===== src/rtl/cart_bank_pkg.sv =====
package cart_bank_pkg;
  localparam int NUM_BANK_REGS = 8;
  localparam int SEL_W         = $clog2(NUM_BANK_REGS);
  localparam int BANK_REG_W    = 6;
  localparam int PRG_REG_W     = 4;
  localparam int CPU_AW        = 16;
  localparam int CPU_DW        = 8;
  localparam int PPU_AW        = 13;
  localparam int PRG_PAGE_W    = 13;
  localparam int CHR_PAGE_W    = 10;
  localparam int NUM_CHR_REGS  = 6;

  typedef logic [BANK_REG_W-1:0] bank_val_t;
  typedef bank_val_t [NUM_BANK_REGS-1:0] bank_file_t;

  typedef enum logic [SEL_W-1:0] {
    BR_CHR_LO_A = 3'd0,
    BR_CHR_LO_B = 3'd1,
    BR_CHR_HI_0 = 3'd2,
    BR_CHR_HI_1 = 3'd3,
    BR_CHR_HI_2 = 3'd4,
    BR_CHR_HI_3 = 3'd5,
    BR_PRG_A    = 3'd6,
    BR_PRG_B    = 3'd7
  } bank_idx_t;
endpackage


===== src/rtl/cart_bank_regs.sv =====
module cart_bank_regs
  import cart_bank_pkg::*;
(
  input  logic                  clk,
  input  logic                  rst,
  input  logic                  wr_en,
  input  logic                  wr_odd,
  input  logic [BANK_REG_W-1:0] wr_data,
  output bank_file_t            banks
);
  localparam bank_val_t PRG_KEEP = bank_val_t'((1 << PRG_REG_W) - 1);
  localparam bank_val_t CHR_KEEP = '1;

  logic [SEL_W-1:0] sel_q;
  bank_file_t       bank_q;

  always_ff @(posedge clk) begin
    if (rst) begin
      sel_q <= '0;
    end else if (wr_en && !wr_odd) begin
      sel_q <= wr_data[SEL_W-1:0];
    end
  end

  always_ff @(posedge clk) begin
    if (rst) begin
      bank_q <= '0;
    end else if (wr_en && wr_odd) begin
      for (int i = 0; i < NUM_BANK_REGS; i++) begin
        if (sel_q == SEL_W'(i)) begin
          if (i >= int'(BR_PRG_A)) bank_q[i] <= wr_data & PRG_KEEP;
          else                     bank_q[i] <= wr_data & CHR_KEEP;
        end
      end
    end
  end

  assign banks = bank_q;

  // pointer takes the low data bits of an even-address write
  p_sel_load_r2: assert property (@(posedge clk) disable iff (rst)
    (wr_en && !wr_odd) |=> sel_q == $past(wr_data[SEL_W-1:0]));

  // nothing changes without a qualified write
  p_idle_hold_r4: assert property (@(posedge clk) disable iff (rst)
    !wr_en |=> ($stable(sel_q) && $stable(bank_q)));

  // a data write alters at most the one addressed register, never the pointer
  p_data_one_reg_r3: assert property (@(posedge clk) disable iff (rst)
    (wr_en && wr_odd) |=> ($stable(sel_q) &&
      $countones({bank_q[7] != $past(bank_q[7]), bank_q[6] != $past(bank_q[6]),
                  bank_q[5] != $past(bank_q[5]), bank_q[4] != $past(bank_q[4]),
                  bank_q[3] != $past(bank_q[3]), bank_q[2] != $past(bank_q[2]),
                  bank_q[1] != $past(bank_q[1]), bank_q[0] != $past(bank_q[0])}) <= 1));
endmodule


===== src/rtl/cart_prg_map.sv =====
module cart_prg_map
  import cart_bank_pkg::*;
#(
  parameter int PRG_BANKS = 16
) (
  input  logic                                 clk,
  input  logic                                 rst,
  input  logic [CPU_AW-2:0]                    cpu_addr,
  input  logic [PRG_REG_W-1:0]                 bank_a,
  input  logic [PRG_REG_W-1:0]                 bank_b,
  output logic [$clog2(PRG_BANKS)+PRG_PAGE_W-1:0] prg_addr
);
  localparam int PRG_BW = $clog2(PRG_BANKS);
  localparam int PRG_AW = PRG_BW + PRG_PAGE_W;
  localparam logic [PRG_BW-1:0] BANK_LAST = PRG_BW'(PRG_BANKS - 1);
  localparam logic [PRG_BW-1:0] BANK_NEXT = PRG_BW'(PRG_BANKS - 2);

  logic [1:0]        window;
  logic [PRG_BW-1:0] bank_sel;
  logic [PRG_AW-1:0] prg_q;

  assign window = cpu_addr[CPU_AW-2:PRG_PAGE_W];

  always_comb begin
    unique case (window)
      2'd0:    bank_sel = PRG_BW'(bank_a);
      2'd1:    bank_sel = PRG_BW'(bank_b);
      2'd2:    bank_sel = BANK_NEXT;
      default: bank_sel = BANK_LAST;
    endcase
  end

  always_ff @(posedge clk) begin
    if (rst) prg_q <= '0;
    else     prg_q <= {bank_sel, cpu_addr[PRG_PAGE_W-1:0]};
  end

  assign prg_addr = prg_q;

  // top window always the last bank
  p_fixed_last_r6: assert property (@(posedge clk) disable iff (rst)
    (window == 2'd3) |=> prg_addr[PRG_AW-1:PRG_PAGE_W] == BANK_LAST);

  // third window always the second-to-last bank
  p_fixed_next_r6: assert property (@(posedge clk) disable iff (rst)
    (window == 2'd2) |=> prg_addr[PRG_AW-1:PRG_PAGE_W] == BANK_NEXT);

  // page offset passes straight through one cycle later
  p_offset_pass_r5: assert property (@(posedge clk) disable iff (rst)
    1'b1 |=> prg_addr[PRG_PAGE_W-1:0] == $past(cpu_addr[PRG_PAGE_W-1:0]));
endmodule


===== src/rtl/cart_chr_map.sv =====
module cart_chr_map
  import cart_bank_pkg::*;
#(
  parameter int CHR_BANKS = 64
) (
  input  logic                                    clk,
  input  logic                                    rst,
  input  logic [PPU_AW-1:0]                       ppu_addr,
  input  logic [NUM_CHR_REGS-1:0][BANK_REG_W-1:0] chr_banks,
  output logic [$clog2(CHR_BANKS)+CHR_PAGE_W-1:0] chr_addr
);
  localparam int CHR_BW = $clog2(CHR_BANKS);
  localparam int CHR_AW = CHR_BW + CHR_PAGE_W;

  logic              upper_half;
  bank_val_t         lo_reg;
  bank_val_t         hi_reg;
  bank_val_t         bank_1k;
  logic [CHR_AW-1:0] chr_q;
  logic              unused_lsb;

  assign upper_half = ppu_addr[PPU_AW-1];
  assign lo_reg     = ppu_addr[11] ? chr_banks[1] : chr_banks[0];
  assign hi_reg     = chr_banks[2 + int'(ppu_addr[11:10])];
  assign unused_lsb = lo_reg[0];

  always_comb begin
    if (upper_half) bank_1k = hi_reg;
    else            bank_1k = {lo_reg[BANK_REG_W-1:1], ppu_addr[10]};
  end

  always_ff @(posedge clk) begin
    if (rst) chr_q <= '0;
    else     chr_q <= {CHR_BW'(bank_1k), ppu_addr[CHR_PAGE_W-1:0]};
  end

  assign chr_addr = chr_q;

  // 2 KiB windows take their low bank bit from the video address
  p_lo_even_r7: assert property (@(posedge clk) disable iff (rst)
    !ppu_addr[PPU_AW-1] |=> chr_addr[CHR_PAGE_W] == $past(ppu_addr[10]));

  // page offset passes straight through one cycle later
  p_offset_pass_r9: assert property (@(posedge clk) disable iff (rst)
    1'b1 |=> chr_addr[CHR_PAGE_W-1:0] == $past(ppu_addr[CHR_PAGE_W-1:0]));
endmodule


===== src/rtl/cart_bank_ctrl.sv =====
module cart_bank_ctrl
  import cart_bank_pkg::*;
#(
  parameter int PRG_BANKS = 16,
  parameter int CHR_BANKS = 64
) (
  input  logic                                    clk,
  input  logic                                    rst,
  input  logic [15:0]                             cpu_addr,
  input  logic [7:0]                              cpu_data,
  input  logic                                    cpu_wr,
  input  logic [12:0]                             ppu_addr,
  output logic [$clog2(PRG_BANKS)+PRG_PAGE_W-1:0] prg_addr,
  output logic [$clog2(CHR_BANKS)+CHR_PAGE_W-1:0] chr_addr
);
  logic       reg_hit;
  bank_file_t banks;
  logic       unused_bits;

  assign reg_hit     = cpu_wr && cpu_addr[CPU_AW-1];
  assign unused_bits = ^{cpu_data[CPU_DW-1:BANK_REG_W],
                         banks[BR_PRG_A][BANK_REG_W-1:PRG_REG_W],
                         banks[BR_PRG_B][BANK_REG_W-1:PRG_REG_W]};

  cart_bank_regs u_regs (
    .clk     (clk),
    .rst     (rst),
    .wr_en   (reg_hit),
    .wr_odd  (cpu_addr[0]),
    .wr_data (cpu_data[BANK_REG_W-1:0]),
    .banks   (banks)
  );

  cart_prg_map #(.PRG_BANKS(PRG_BANKS)) u_prg (
    .clk      (clk),
    .rst      (rst),
    .cpu_addr (cpu_addr[CPU_AW-2:0]),
    .bank_a   (banks[BR_PRG_A][PRG_REG_W-1:0]),
    .bank_b   (banks[BR_PRG_B][PRG_REG_W-1:0]),
    .prg_addr (prg_addr)
  );

  cart_chr_map #(.CHR_BANKS(CHR_BANKS)) u_chr (
    .clk       (clk),
    .rst       (rst),
    .ppu_addr  (ppu_addr),
    .chr_banks (banks[NUM_CHR_REGS-1:0]),
    .chr_addr  (chr_addr)
  );

  // outputs leave reset cleared
  p_reset_clear_r1: assert property (@(posedge clk) disable iff (rst)
    $fell(rst) |-> (prg_addr == '0 && chr_addr == '0));
endmodule


===== config.mk =====
export PLATFORM = sky130hd
export DESIGN_NAME = cart_bank_ctrl
export DESIGN_NICKNAME = d
export VERILOG_FILES = /design/src/rtl/cart_bank_pkg.sv /design/src/rtl/cart_bank_regs.sv /design/src/rtl/cart_prg_map.sv /design/src/rtl/cart_chr_map.sv /design/src/rtl/cart_bank_ctrl.sv
export SDC_FILE = /design/constraint.sdc
export NUM_CORES = 1
export LEC_CHECK = 0
export CORE_MARGIN = 8
export CORE_UTILIZATION = 46
export CTS_BUF_LIST = sky130_fd_sc_hd__clkbuf_8
export DETAILED_ROUTE_END_ITERATION = 7
export HOLD_SLACK_MARGIN = 0.06
export PLACE_DENSITY_LB_ADDON = 0.12
export RECOVER_POWER = 100
export SLEW_MARGIN = 0
export SYNTH_ARGS = -nofsm -noshare
export SYNTH_HDL_FRONTEND = slang
export SYNTH_SLANG_ARGS = --single-unit

===== constraint.sdc =====
create_clock -name clk -period 1.1 [get_ports clk]
set_input_delay 0.165 -clock clk [delete_from_list [all_inputs] [get_ports clk]]
set_output_delay 0.165 -clock clk [all_outputs]
set_load 0.1 [all_outputs]

-- Yosys cells after proc, flatten, opt, wreduce, memory -nomap -nowiden
Cells that the tools add are included.
- multiplexer cells: 6
- $lt $le $gt $ge: 1
- $add $sub $neg: 1
- reductions and logical operators: 14
- equal/unequal tests: 9
- operators with widths (cell ; count):
    $lt 32x5->1 const B ; 1
    $mux 6 ; 4
    $bmux 6 s3 ; 1
    $reduce_and 2->1 ; 8
    $eq 3x3->1 const B ; 4
    $pmux 4 s3 ; 1
    $eq 3x2->1 const B ; 2
    $add 2x2->3 const A ; 1
    $eq 3x1->1 const B ; 1
    $logic_and 1x1->1 ; 3
    $logic_not 3->1 ; 1
    $eq 2x1->1 const B ; 1
    $eq 2x2->1 const B ; 1
    $logic_not 2->1 ; 1
    $logic_not 1->1 ; 1
- word-level logic and storage cells: 42
- input bits: 40
- flip-flop bits (word level): 80

-- Depth between registers and ports, before layout
Gate-level depths: netlist (run 1).
- depth after elaboration: 5
- depth in mapped cells: 5
- mapped depth without buffers: 3

-- Modules after synthesis
A second synthesis (run 1) with hierarchy kept.
- cells, all modules: 284
- area total of the unflattened synthesis: 3146.8 µm²
- by module, submodules not included (module ; cells each ; area each (µm²) ; instances ; seq. area each (µm²)):
    cart_bank_regs ; 180 ; 1936.9 ; 1 ; 940.9
    cart_chr_map ; 62 ; 705.7 ; 1 ; 320.3
    cart_prg_map ; 41 ; 498.0 ; 1 ; 340.3
    cart_bank_ctrl ; 1 ; 6.3 ; 1 ; 0.0

-- Worst setup path before layout (run 1)
Ideal clock, no wire load.
- path kind: register to output
- from: register u_chr.chr_q[0], in the netlist u_chr.chr_addr[0]
- to: output chr_addr[0]
- arrival: 0.909 ns
- data required time: 0.935 ns
- stages on the path, launching flop included: 1
- slack: 0.026 ns
- cell sequence: dfxtp_1
- RTL lines (item ; RTL line ; RTL):
    start, declared ; cart_chr_map.sv:19 ; logic [CHR_AW-1:0] chr_q;
    start signal, assigned ; cart_chr_map.sv:34 ; else chr_q <= {CHR_BW'(bank_1k), ppu_addr[CHR_PAGE_W-1:0]};
    end, declared ; cart_bank_ctrl.sv:14 ; output logic [$clog2(CHR_BANKS)+CHR_PAGE_W-1:0] chr_addr
No word-level cell between the ends.

-- Worst setup path after layout (run 1)
- from: register u_regs.sel_q[2]
- to: register u_regs.bank_q (netlist bit u_regs.banks[21])
- word-level cells in the longest chain between the ends: 2
- ends and longest elaborated chain (item ; RTL line ; RTL):
    start, declared ; cart_bank_regs.sv:14 ; logic [SEL_W-1:0] sel_q;
    start signal, assigned ; cart_bank_regs.sv:21 ; sel_q <= wr_data[SEL_W-1:0];
    $eq 3x2->1 ; cart_bank_regs.sv:30 ; if (sel_q == SEL_W'(i)) begin
    $reduce_and 2->1 (no line) ; - ;
    end signal, assigned by index ; cart_bank_regs.sv:32 ; else bank_q[i] <= wr_data & CHR_KEEP;
    end, declared ; cart_bank_regs.sv:15 ; bank_file_t bank_q;
Every way passes these cells.
A chain may end at the register's enable or synchronous reset.

==> reports/metrics.yaml, run 1 <==
drt_iter0_drc: 85
synth-xor-area-share_pct: 0
worst_ep_required_time_ns: 1.31
wl_per_cell_um: 16.2
syn_area_um2: 3090
antenna_cells: 0
path_clk_slew_ns: 0.08
critPathTopFamily: "simple AND/OR/NAND/NOR gates"
ctsLongestPathBuffers: 2
slowest_stage: "dfxtp_2"
row_count: 30
clkSinkCount: 78
p_leak_nw: 2.09
final_net_count: 404
overflow: 0
grtUsageTotal_pct: 15.3
setup_slack_ns: -0.115
cp-end-kind: "register"
dp_hpwl_mm: 5.21
synth-compound-area-share_pct: 4.94
die_h_um: 98
synth_area_leader_cell: "dfxtp_1"
portBuffers: 70
status: "complete, but fails checks"
layout_min_cycle_time_ns: 1.22
switching_share_pct: 26.5
syn2layout_area_growth_pct: 50.6
clockPowerShare_pct: 38.3
cts-root-buf: "clkbuf_8"
crit_buf_inv: 1
coreArea_um2: 6640
antenna_found_initial: 0
drcViolationCount: 0
period_share_pct: 110
syn_avg_cell_area_um2: 11.1
syn-instance-count: 279
p_int_mw: 4.89
maxSlewViolCount: 0
hp-start: "cpu_addr[0]"
pin_count: 73
syn_nets: 319
ff_latch_area_um2: 1570
gp_congestion: 0.799
cp_cell_sequence: "and4b_2 > buf_12 > nand3_4 > mux2i_1"
fp.dieW_um: 98
ant_nets: 0
ys_seq_elements: 78
num_vias: 2251
ys_top_cells_by_area: "dfxtp_1, mux2i_1, nand2b_1, nor2b_1, mux2_2"
fmax_ghz: 0.823
dieArea_um2: 9600
yosysSeqAreaShare_pct: 50.5
utilization_pct: 70.1
clock_latency_ns: 0.34
path_max_fanout: 6
r2r_start: "u_regs.sel_q[2]"
pwr-share-seq_pct: 44.4
netlist.area_leader.share_pct: 50.5
violations: "negative setup slack"
yosys_warnings: 0
p_per_area_nw_per_um2: 1430
cts_max_level: 3
slowest_delay_ns: 0.33
synthMuxAreaShare_pct: 19.3
wirelength_mm: 7.28
fin_worst_skew_ns: 0.0125
grt_pass1_vias: 2316
multiInputGateArea_um2: 1470
hold_violations: 0
cap_violations: 0
numCtsBuffers: 9
start_util_pct: 46.6
critPathKind: "register to register"
yosys.area_share.simple_pct: 21.9
tightest_slew_ns: 0.495
setup_viol: 28
fill_cells: 488
hold_path_class: "primary input to register"
drt_pass1_iterations: 4
fin_cells: 449
hold_ws_ns: 0.248
synth_cell_type_count: 34
synth_fa_ha_area_share_pct: 0
peakVddDrop_mv: 0.744
worstSetupStartpoint: "u_regs.sel_q[2]"
p_sw_mw: 1.76
relSlewSlack_pct: 67.0
synth_top_family_by_area: "simple AND/OR/NAND/NOR gates"
rsz0062_at_grt: "yes"
grt_pass1_wl_mm: 11.8
critPathLaunchType: "register"
share_comb_of_total_power_pct: 17.3
worstPathArrival_ns: 1.43
dp.cells: 430
drive_above_1_share_pct: 29.5
grt_max_degree: 22
tritoncts: "built"
avgViaCountPerCell: 5.01
cts_hold_buf: 0
[area by class of cell]
class | instances | area share, %
flip-flops and latches | 78 | 33.8
multi-input cells | 182 | 31.5
clock buffers | 9 | 2.66
well taps | 80 | 2.15
repair buffers | 93 | 27.4
clock inverters | 7 | 2.44
[flip-flops by register name, summed over array words and instances, names as in the netlist]
register,count
u_chr.chr_addr,16
u_prg.prg_addr,17
u_regs.sel_q,3
u_regs.banks,42
[metal layers]
layer,part of all wire (%),up-vias,wire [µm],track usage [%]
met5,0,-,0,0
met4,1.8,0,134,7.19
met3,4.8,15,349,3.56
met2,47,60,3440,25.4
met1,46,1065,3350,18.3
li1,-,1111,-,-
[per-stage QoR]
stage                     total power, mW  worst slack [ns]  TNS, ns  cell area, µm²
after global routing                 6.85            -0.159    -3.32            4660
after CTS                            6.67            -0.126    -2.03            4620
after detailed placement             4.16            -0.601   -20.92            4330
final                                6.65            -0.115    -1.68            4660
after global placement               4.15            -0.574   -19.47            4330
after floorplan                      3.64            0.0260        0            3090
[power by group through the flow]
stage               Sequential (mW)  Combinational (mW)  Clock (mW)
floorplan                      3.42               0.216           0
global placement               3.02                1.13           0
detailed placement             3.02                1.14           0
CTS                            2.95                1.16        2.56
global route                   2.97                1.19        2.70
finish                         2.96                1.15        2.55
[synth_stat cells, drive strengths merged]
master and count:
nand3b 2, buf 12, and4b 1, o21ai 6
nand2 5, dfxtp 78, clkbuf 7, nand3 2
a311oi 1, nand2b 48, mux2i 46, nor3b 1
and4 1, mux2 11, or2 5, and2b 1
a32oi 5, nor2b 27, and3b 1, a22oi 5
nor2 9, a211oi 3, a21oi 2
[worst register-to-register path, stage by stage (launching register included)]
cell and delay, ns:
dfxtp_2 0.33, and4b_2 0.31, buf_12 0.13, nand3_4 0.15, mux2i_1 0.17
[cells by family after synthesis]
group                  Yosys count
muxes                           57
AOI/OAI and AO/OA               22
and+or+nand+nor                103
buffers and inverters           19
DFF                             78
[layout by cell type (no fill, tap or decap), types with 3 or more instances in the layout]
master | netlist | layout
bufinv_16 | 0 | 3
a22oi_1 | 5 | 5
a32oi_1 | 5 | 5
clkbuf_8 | 0 | 9
buf_12 | 0 | 38
nand2_4 | 2 | 3
mux2_2 | 8 | 8
nand2b_1 | 48 | 48
a211oi_1 | 3 | 3
dlygate4sd2_1 | 0 | 5
o21ai_1 | 3 | 3
mux2i_1 | 46 | 46
buf_4 | 1 | 15
o21ai_0 | 3 | 3
mux2_4 | 3 | 3
clkdlybuf4s50_1 | 0 | 28
nor2_1 | 8 | 7
nor2b_1 | 27 | 26
dfxtp_1 | 78 | 70
dfxtp_2 | 0 | 7
or2_2 | 5 | 5
[what timing repair did]
item                       4_1_cts  5_1_grt
setup endpoints to repair       46       43
hold endpoints to repair         0        0
pin swaps                        1        0
buffers inserted                 1        1
resized for setup               13       14
cloned                           1        0
[path summary, 6_finish.rpt]
check	end	cells past startpoint	slack, ns
max	u_regs.banks[21]	4	-0.12
min reg2reg	u_prg.prg_addr[13]	2	0.47
min	u_prg.prg_addr[0]	2	0.25
max reg2reg	u_regs.banks[21]	4	-0.12
No activity file was read; power rests on OpenSTA's default activity.
==> run 2, diff against run 1 <==
GPL_TIMING_DRIVEN = 0   (was not set)
==> run 2 against run 1 <==
  * Critical endpoint is now u_regs.banks[19]
  * Highest routed layer unchanged
  * Setup slack worse by 0.00078 ns
  * The run still ends with negative setup slack left
  * Combinational power down 6%
  * Wire length up 1.7%
==> reports/metrics.yaml, run 2 (synthesized netlist as in run 1, its figures left out) <==
pin_count: 73  # unchanged
coreArea_um2: 6640  # unchanged
place_area_um2: 3890  # was 4330 µm²
dp_hpwl_mm: 4.95  # was 5.21 mm
ant_nets: 0  # unchanged
fin_worst_skew_ns: 0.00793  # was 0.0125 ns
antenna_found_initial: 0  # unchanged
fill_cells: 511  # was 488
p_leak_nw: 2.01  # was 2.09 nW
setup_slack_ns: -0.116  # was -0.115 ns
p_per_area_nw_per_um2: 1490  # was 1430 nW/µm²
tritoncts: "built"  # unchanged
slowest_delay_ns: 0.33  # about the same
drive_above_1_share_pct: 30.6  # was 29.5%
avgViaCountPerCell: 4.90  # was 5.01
setup_viol: 25  # was 28
final_net_count: 404  # unchanged
slowest_stage: "dfxtp_2"  # unchanged
gp_congestion: 0.782  # was 0.799
design_area_um2: 4470  # was 4660 µm²
die_h_um: 98  # unchanged
syn2layout_area_growth_pct: 44.4  # was 50.6%
largest_register_ffs: 42  # unchanged
row_count: 30  # unchanged
pwr-share-seq_pct: 44.4  # about the same
numCtsBuffers: 9  # unchanged
critPathKind: "register to register"  # unchanged
drt_iter0_drc: 58  # was 85
relSlewSlack_pct: 70.9  # was 67.0%
path_clk_slew_ns: 0.08  # about the same
fp.dieW_um: 98  # unchanged
cts-root-buf: "clkbuf_8"  # unchanged
cap_violations: 0  # unchanged
period_share_pct: 111  # was 110%
grtUsageTotal_pct: 15.1  # was 15.3%
hold_violations: 0  # unchanged
maxSlewViolCount: 0  # unchanged
overflow: 0  # unchanged
grt_pass1_wl_mm: 11.5  # was 11.8 mm
share_comb_of_total_power_pct: 16.2  # was 17.3%
grt_pass1_vias: 2262  # was 2,316
worstPathArrival_ns: 1.44  # was 1.43 ns
violations: "negative setup slack"  # unchanged
total_power_mw: 6.64  # was 6.65 mW
cp-end-kind: "register"  # unchanged
portBuffers: 70  # unchanged
clock_latency_ns: 0.35  # was 0.34 ns
crit_buf_inv: 1  # unchanged
dieArea_um2: 9600  # unchanged
hold_path_class: "primary input to register"  # unchanged
wirelength_mm: 7.40  # was 7.28 mm
layout_common_cells: "dfxtp_1, nand2b_1, mux2i_1, clkdlybuf4s50_1, nor2b_1"  # was dfxtp_1, nand2b_1, mux2i_1, buf_12, clkdlybuf4s50_1
critPathLaunchType: "register"  # unchanged
pre_cts_ws_ns: -0.577  # was -0.601 ns
p_int_mw: 4.84  # was 4.89 mW
clockPowerShare_pct: 39.3  # was 38.3%
clkSinkCount: 78  # unchanged
ff_latch_area_um2: 1590  # was 1570 µm²
peakVddDrop_mv: 0.936  # was 0.744 mV
rsz0062_at_grt: "yes"  # unchanged
switching_share_pct: 27.1  # was 26.5%
fmax_ghz: 0.822  # was 0.823 GHz
p_sw_mw: 1.80  # was 1.76 mW
path_max_fanout: 6  # unchanged
layout_min_cycle_time_ns: 1.22  # about the same
drcViolationCount: 0  # unchanged
ctsLongestPathBuffers: 2  # unchanged
tightest_slew_ns: 0.436  # was 0.495 ns
status: "complete, but fails checks"  # unchanged
drt_pass1_iterations: 4  # unchanged
cts_max_level: 3  # unchanged
num_vias: 2201  # was 2,251
layout_commonest_cell: "dfxtp_1"  # unchanged
finalSetupTns_ns: -1.41  # was -1.68 ns
critPathTopFamily: "simple AND/OR/NAND/NOR gates"  # unchanged
cts_hold_buf: 0  # unchanged
grt_max_degree: 15  # was 22
cp_cell_sequence: "and4b_1 > buf_6 > nand3_4 > mux2i_1"  # was and4b_2 > buf_12 > nand3_4 > mux2i_1
start_util_pct: 46.6  # unchanged
multiInputGateArea_um2: 1470  # unchanged
antenna_cells: 0  # unchanged
wl_per_cell_um: 16.5  # was 16.2 µm
worst_ep_required_time_ns: 1.32  # was 1.31 ns
run 2: cell types whose count changed in the layout (fill, tap and decap cells not counted), moves of 6 or more:
| cell | delta |
|---|---|
| buf_12 | -26 |
| buf_4 | -10 |
| buf_8 | +18 |
| dfxtp_2 | +14 |
| dfxtp_1 | -13 |
| buf_6 | +6 |
run 2: path summary, 6_finish.rpt:
path | from | slack (ns) | endpoint | cells past startpoint
setup / recovery | u_regs.sel_q[2] | -0.12 | u_regs.banks[19] | 4
setup reg to reg | u_regs.sel_q[2] | -0.12 | u_regs.banks[19] | 4
hold reg to reg | u_regs.banks[33] | 0.48 | u_regs.banks[33] | 2
hold / removal | cpu_addr[0] | 0.11 | u_prg.prg_addr[0] | 2
run 2: power groups by stage:
stage	registers [mW]	clock network (mW)	logic, mW
floorplan	3.42	0	0.216
global placement	2.98	0	0.968
detailed placement	2.98	0	0.972
CTS	2.93	2.66	1.01
global route	2.96	2.80	1.12
finish	2.95	2.61	1.08
run 2: per-stage QoR:
step	cells	utilization (%)	hold WS (ns)
after floorplan	279	-	0.291
after global placement	429	58.6	0.457
after detailed placement	429	58.6	0.462
after CTS	448	63.9	0.341
after global routing	449	67.2	0.127
final	449	67.2	0.112
run 2: what timing repair did:
item                       in CTS  in global routing
setup endpoints to repair     111                 72
resized for setup             251                 78
setup buffers                   3                  1
pin swaps                       2                  2
cloned                          2                  0
run 2: cell type report:
type,instances,share of cell area (%)
buffer,17,2.47
clock buffer,9,2.77
clock inverter,7,2.69
multi-input combinational,182,32.9
sequential,78,35.6
tap,80,2.24
timing repair buffer,76,21.4
run 2: metal layers:
metal	vias up	track usage, %	wire, µm
met5	-	0	0
met1	1021	17.5	3280
met3	11	5.26	379
met2	59	25.2	3640
met4	0	5.40	99
li1	1110	-	-
==> run 3, diff against run 2 <==
CORE_UTILIZATION = 59   (was 46)
DONT_BUFFER_PORTS = 1   (was not set)
==> run 3 against run 2 <==
  * The flow still finishes with violations (negative setup slack)
  * Global-route usage is 3.1 points higher
  * Total power down 10%
  * Fmax rose by 2.6%
  * Setup slack gained 0.031 ns
  * Count of clock-buffer cells in the layout is the same
  * Utilization is 9.3 points higher
  * Cell count fell by 12%
  * First-iteration DRC count up 55%
==> reports/metrics.yaml, run 3 (synthesized netlist as in run 1, its figures left out) <==
critPathKind: "register to register"  # unchanged
ctsLongestPathBuffers: 2  # unchanged
coreArea_um2: 5070  # was 6640 µm²
use_met2_pct: 29.5  # was 25.2%
layout_commonest_cell: "nand2b_1"  # was dfxtp_1
drt_pass1_iterations: 4  # unchanged
period_share_pct: 108  # was 111%
cp-end-kind: "register"  # unchanged
path_max_fanout: 5  # was 6
largest_register_ffs: 42  # unchanged
pin_count: 73  # unchanged
cts_max_level: 3  # unchanged
worst_ep_required_time_ns: 1.30  # was 1.32 ns
row_count: 26  # was 30
grt_util_met3_pct: 7.06  # was 5.26%
critPathLaunchType: "register"  # unchanged
grt_pass1_wl_mm: 10.9  # was 11.5 mm
grt_pass1_vias: 2205  # was 2,262
clkSinkCount: 78  # unchanged
fmax_ghz: 0.844  # was 0.822 GHz
relSlewSlack_pct: 66.2  # was 70.9%
hold_path_class: "primary input to register"  # unchanged
fill_cells: 351  # was 511
antenna_cells: 0  # unchanged
wl_per_cell_um: 16.8  # was 16.5 µm
layout_common_cells: "nand2b_1, mux2i_1, dfxtp_1, dfxtp_4, dlygate4sd3_1"  # was dfxtp_1, nand2b_1, mux2i_1, clkdlybuf4s50_1, nor2b_1
cts-root-buf: "clkbuf_8"  # unchanged
path_clk_slew_ns: 0.08  # about the same
p_leak_nw: 1.71  # was 2.01 nW
fp.dieW_um: 88.4  # was 98 µm
ant_nets: 0  # unchanged
peakVddDrop_mv: 1.22  # was 0.936 mV
total_power_mw: 5.96  # was 6.64 mW
multiInputGateArea_um2: 1470  # about the same
worstPathArrival_ns: 1.38  # was 1.44 ns
syn2layout_area_growth_pct: 25.6  # was 44.4%
maxSlewViolCount: 0  # unchanged
ff_latch_area_um2: 1700  # was 1590 µm²
gp_congestion: 0.756  # was 0.782
grt_use_met1_pct: 21.1  # was 17.5%
die_h_um: 88.4  # was 98 µm
dp_hpwl_mm: 4.37  # was 4.95 mm
overflow: 0  # unchanged
final_net_count: 361  # was 404
fin_worst_skew_ns: 0.00919  # was 0.00793 ns
clock_latency_ns: 0.33  # was 0.35 ns
grtUsageTotal_pct: 18.2  # was 15.1%
cap_violations: 0  # unchanged
finalSetupTns_ns: -0.904  # was -1.41 ns
drive_above_1_share_pct: 28.5  # was 30.6%
setup_slack_ns: -0.0847  # was -0.116 ns
tritoncts: "built"  # unchanged
dieArea_um2: 7820  # was 9600 µm²
wirelength_mm: 6.65  # was 7.40 mm
tightest_slew_ns: 0.507  # was 0.436 ns
antenna_found_initial: 0  # unchanged
rsz0062_at_grt: "yes"  # unchanged
avgViaCountPerCell: 5.20  # was 4.90
drt_iter0_drc: 90  # was 58
setup_viol: 25  # unchanged
numCtsBuffers: 9  # unchanged
grt_max_degree: 14  # was 15
drcViolationCount: 0  # unchanged
busiest_layer: "met2"  # unchanged
num_vias: 2060  # was 2,201
status: "complete, but fails checks"  # unchanged
p_per_area_nw_per_um2: 1540  # was 1490 nW/µm²
start_util_pct: 60.9  # was 46.6%
portBuffers: 0  # was 70
hold_violations: 0  # unchanged
violations: "negative setup slack"  # unchanged
layout_min_cycle_time_ns: 1.18  # was 1.22 ns
## run 3: cell count changes in the layout (fill, tap and decap cells not counted), sizes merged
cell / before / now
buf: 46 / 10
bufinv: 3 / 2
clkbuf: 19 / 21
clkdlybuf4s50: 32 / 0
clkinv: 1 / 5
clkinvlp: 1 / 0
dlygate4sd2: 4 / 0
dlygate4sd3: 0 / 28
dlymetal6s2s: 1 / 0
inv: 2 / 0
## run 3: what timing repair did
item / 4_1_cts / 5_1_grt
endpoints found under the hold margin: 30 / 0
endpoints found under the setup margin: 70 / 39
hold buffers: 28 / 0
pin swaps: 3 / 2
buffers inserted: 4 / 0
gates resized for setup: 76 / 9
## run 3: cell type report
type | count | share of cell area (%)
sequential | 78 | 43.7
multi-input combinational | 182 | 37.9
timing repair buffer | 32 | 8.18
clock buffer | 9 | 3.19
buffer | 18 | 2.51
clock inverter | 7 | 2.29
tap | 70 | 2.26
## run 3: power breakdown
group / switching, mW / internal, mW / total, mW
Combinational: 0.171 / 0.194 / 0.365
Clock: 0.998 / 1.27 / 2.26
Sequential: 0.476 / 2.86 / 3.34
Total: 1.64 / 4.32 / 5.96
## run 3: metal layers
layer | part of all wire [%] | vias up
li1 | - | 1027
met1 | 43 | 962
met2 | 47 | 64
met3 | 8.2 | 7
met4 | 1.2 | 0
met5 | 0 | -
## run 3: path summary, 6_finish.rpt
path | start | end | slack, ns | cells past startpoint
hold reg to reg | u_regs.banks[36] | u_prg.prg_addr[13] | 0.47 | 2
hold / removal | cpu_addr[13] | u_prg.prg_addr[15] | 0.07 | 3
setup / recovery | u_regs.sel_q[2] | u_regs.banks[9] | -0.08 | 4
setup reg to reg | u_regs.sel_q[2] | u_regs.banks[9] | -0.08 | 4
## run 3: worst max-delay path: stages (launching register included)
cell and delay (ns):
dfxtp_2 0.33, and4b_1 0.25, buf_6 0.16, nand3b_4 0.16, mux2i_1 0.15
## run 3: through the flow
stage	util, %	hold slack (ns)	area (µm²)	setup WS [ns]	instances
floorplan	-	0.291	3090	0.0260	279
finish	76.5	0.0741	3880	-0.0847	396
CTS	76.6	0.0612	3890	-0.0757	397
detailed placement	62.7	0.299	3180	-0.0825	349
global route	76.5	0.0961	3880	-0.128	396
global placement	62.7	0.294	3180	-0.0590	349
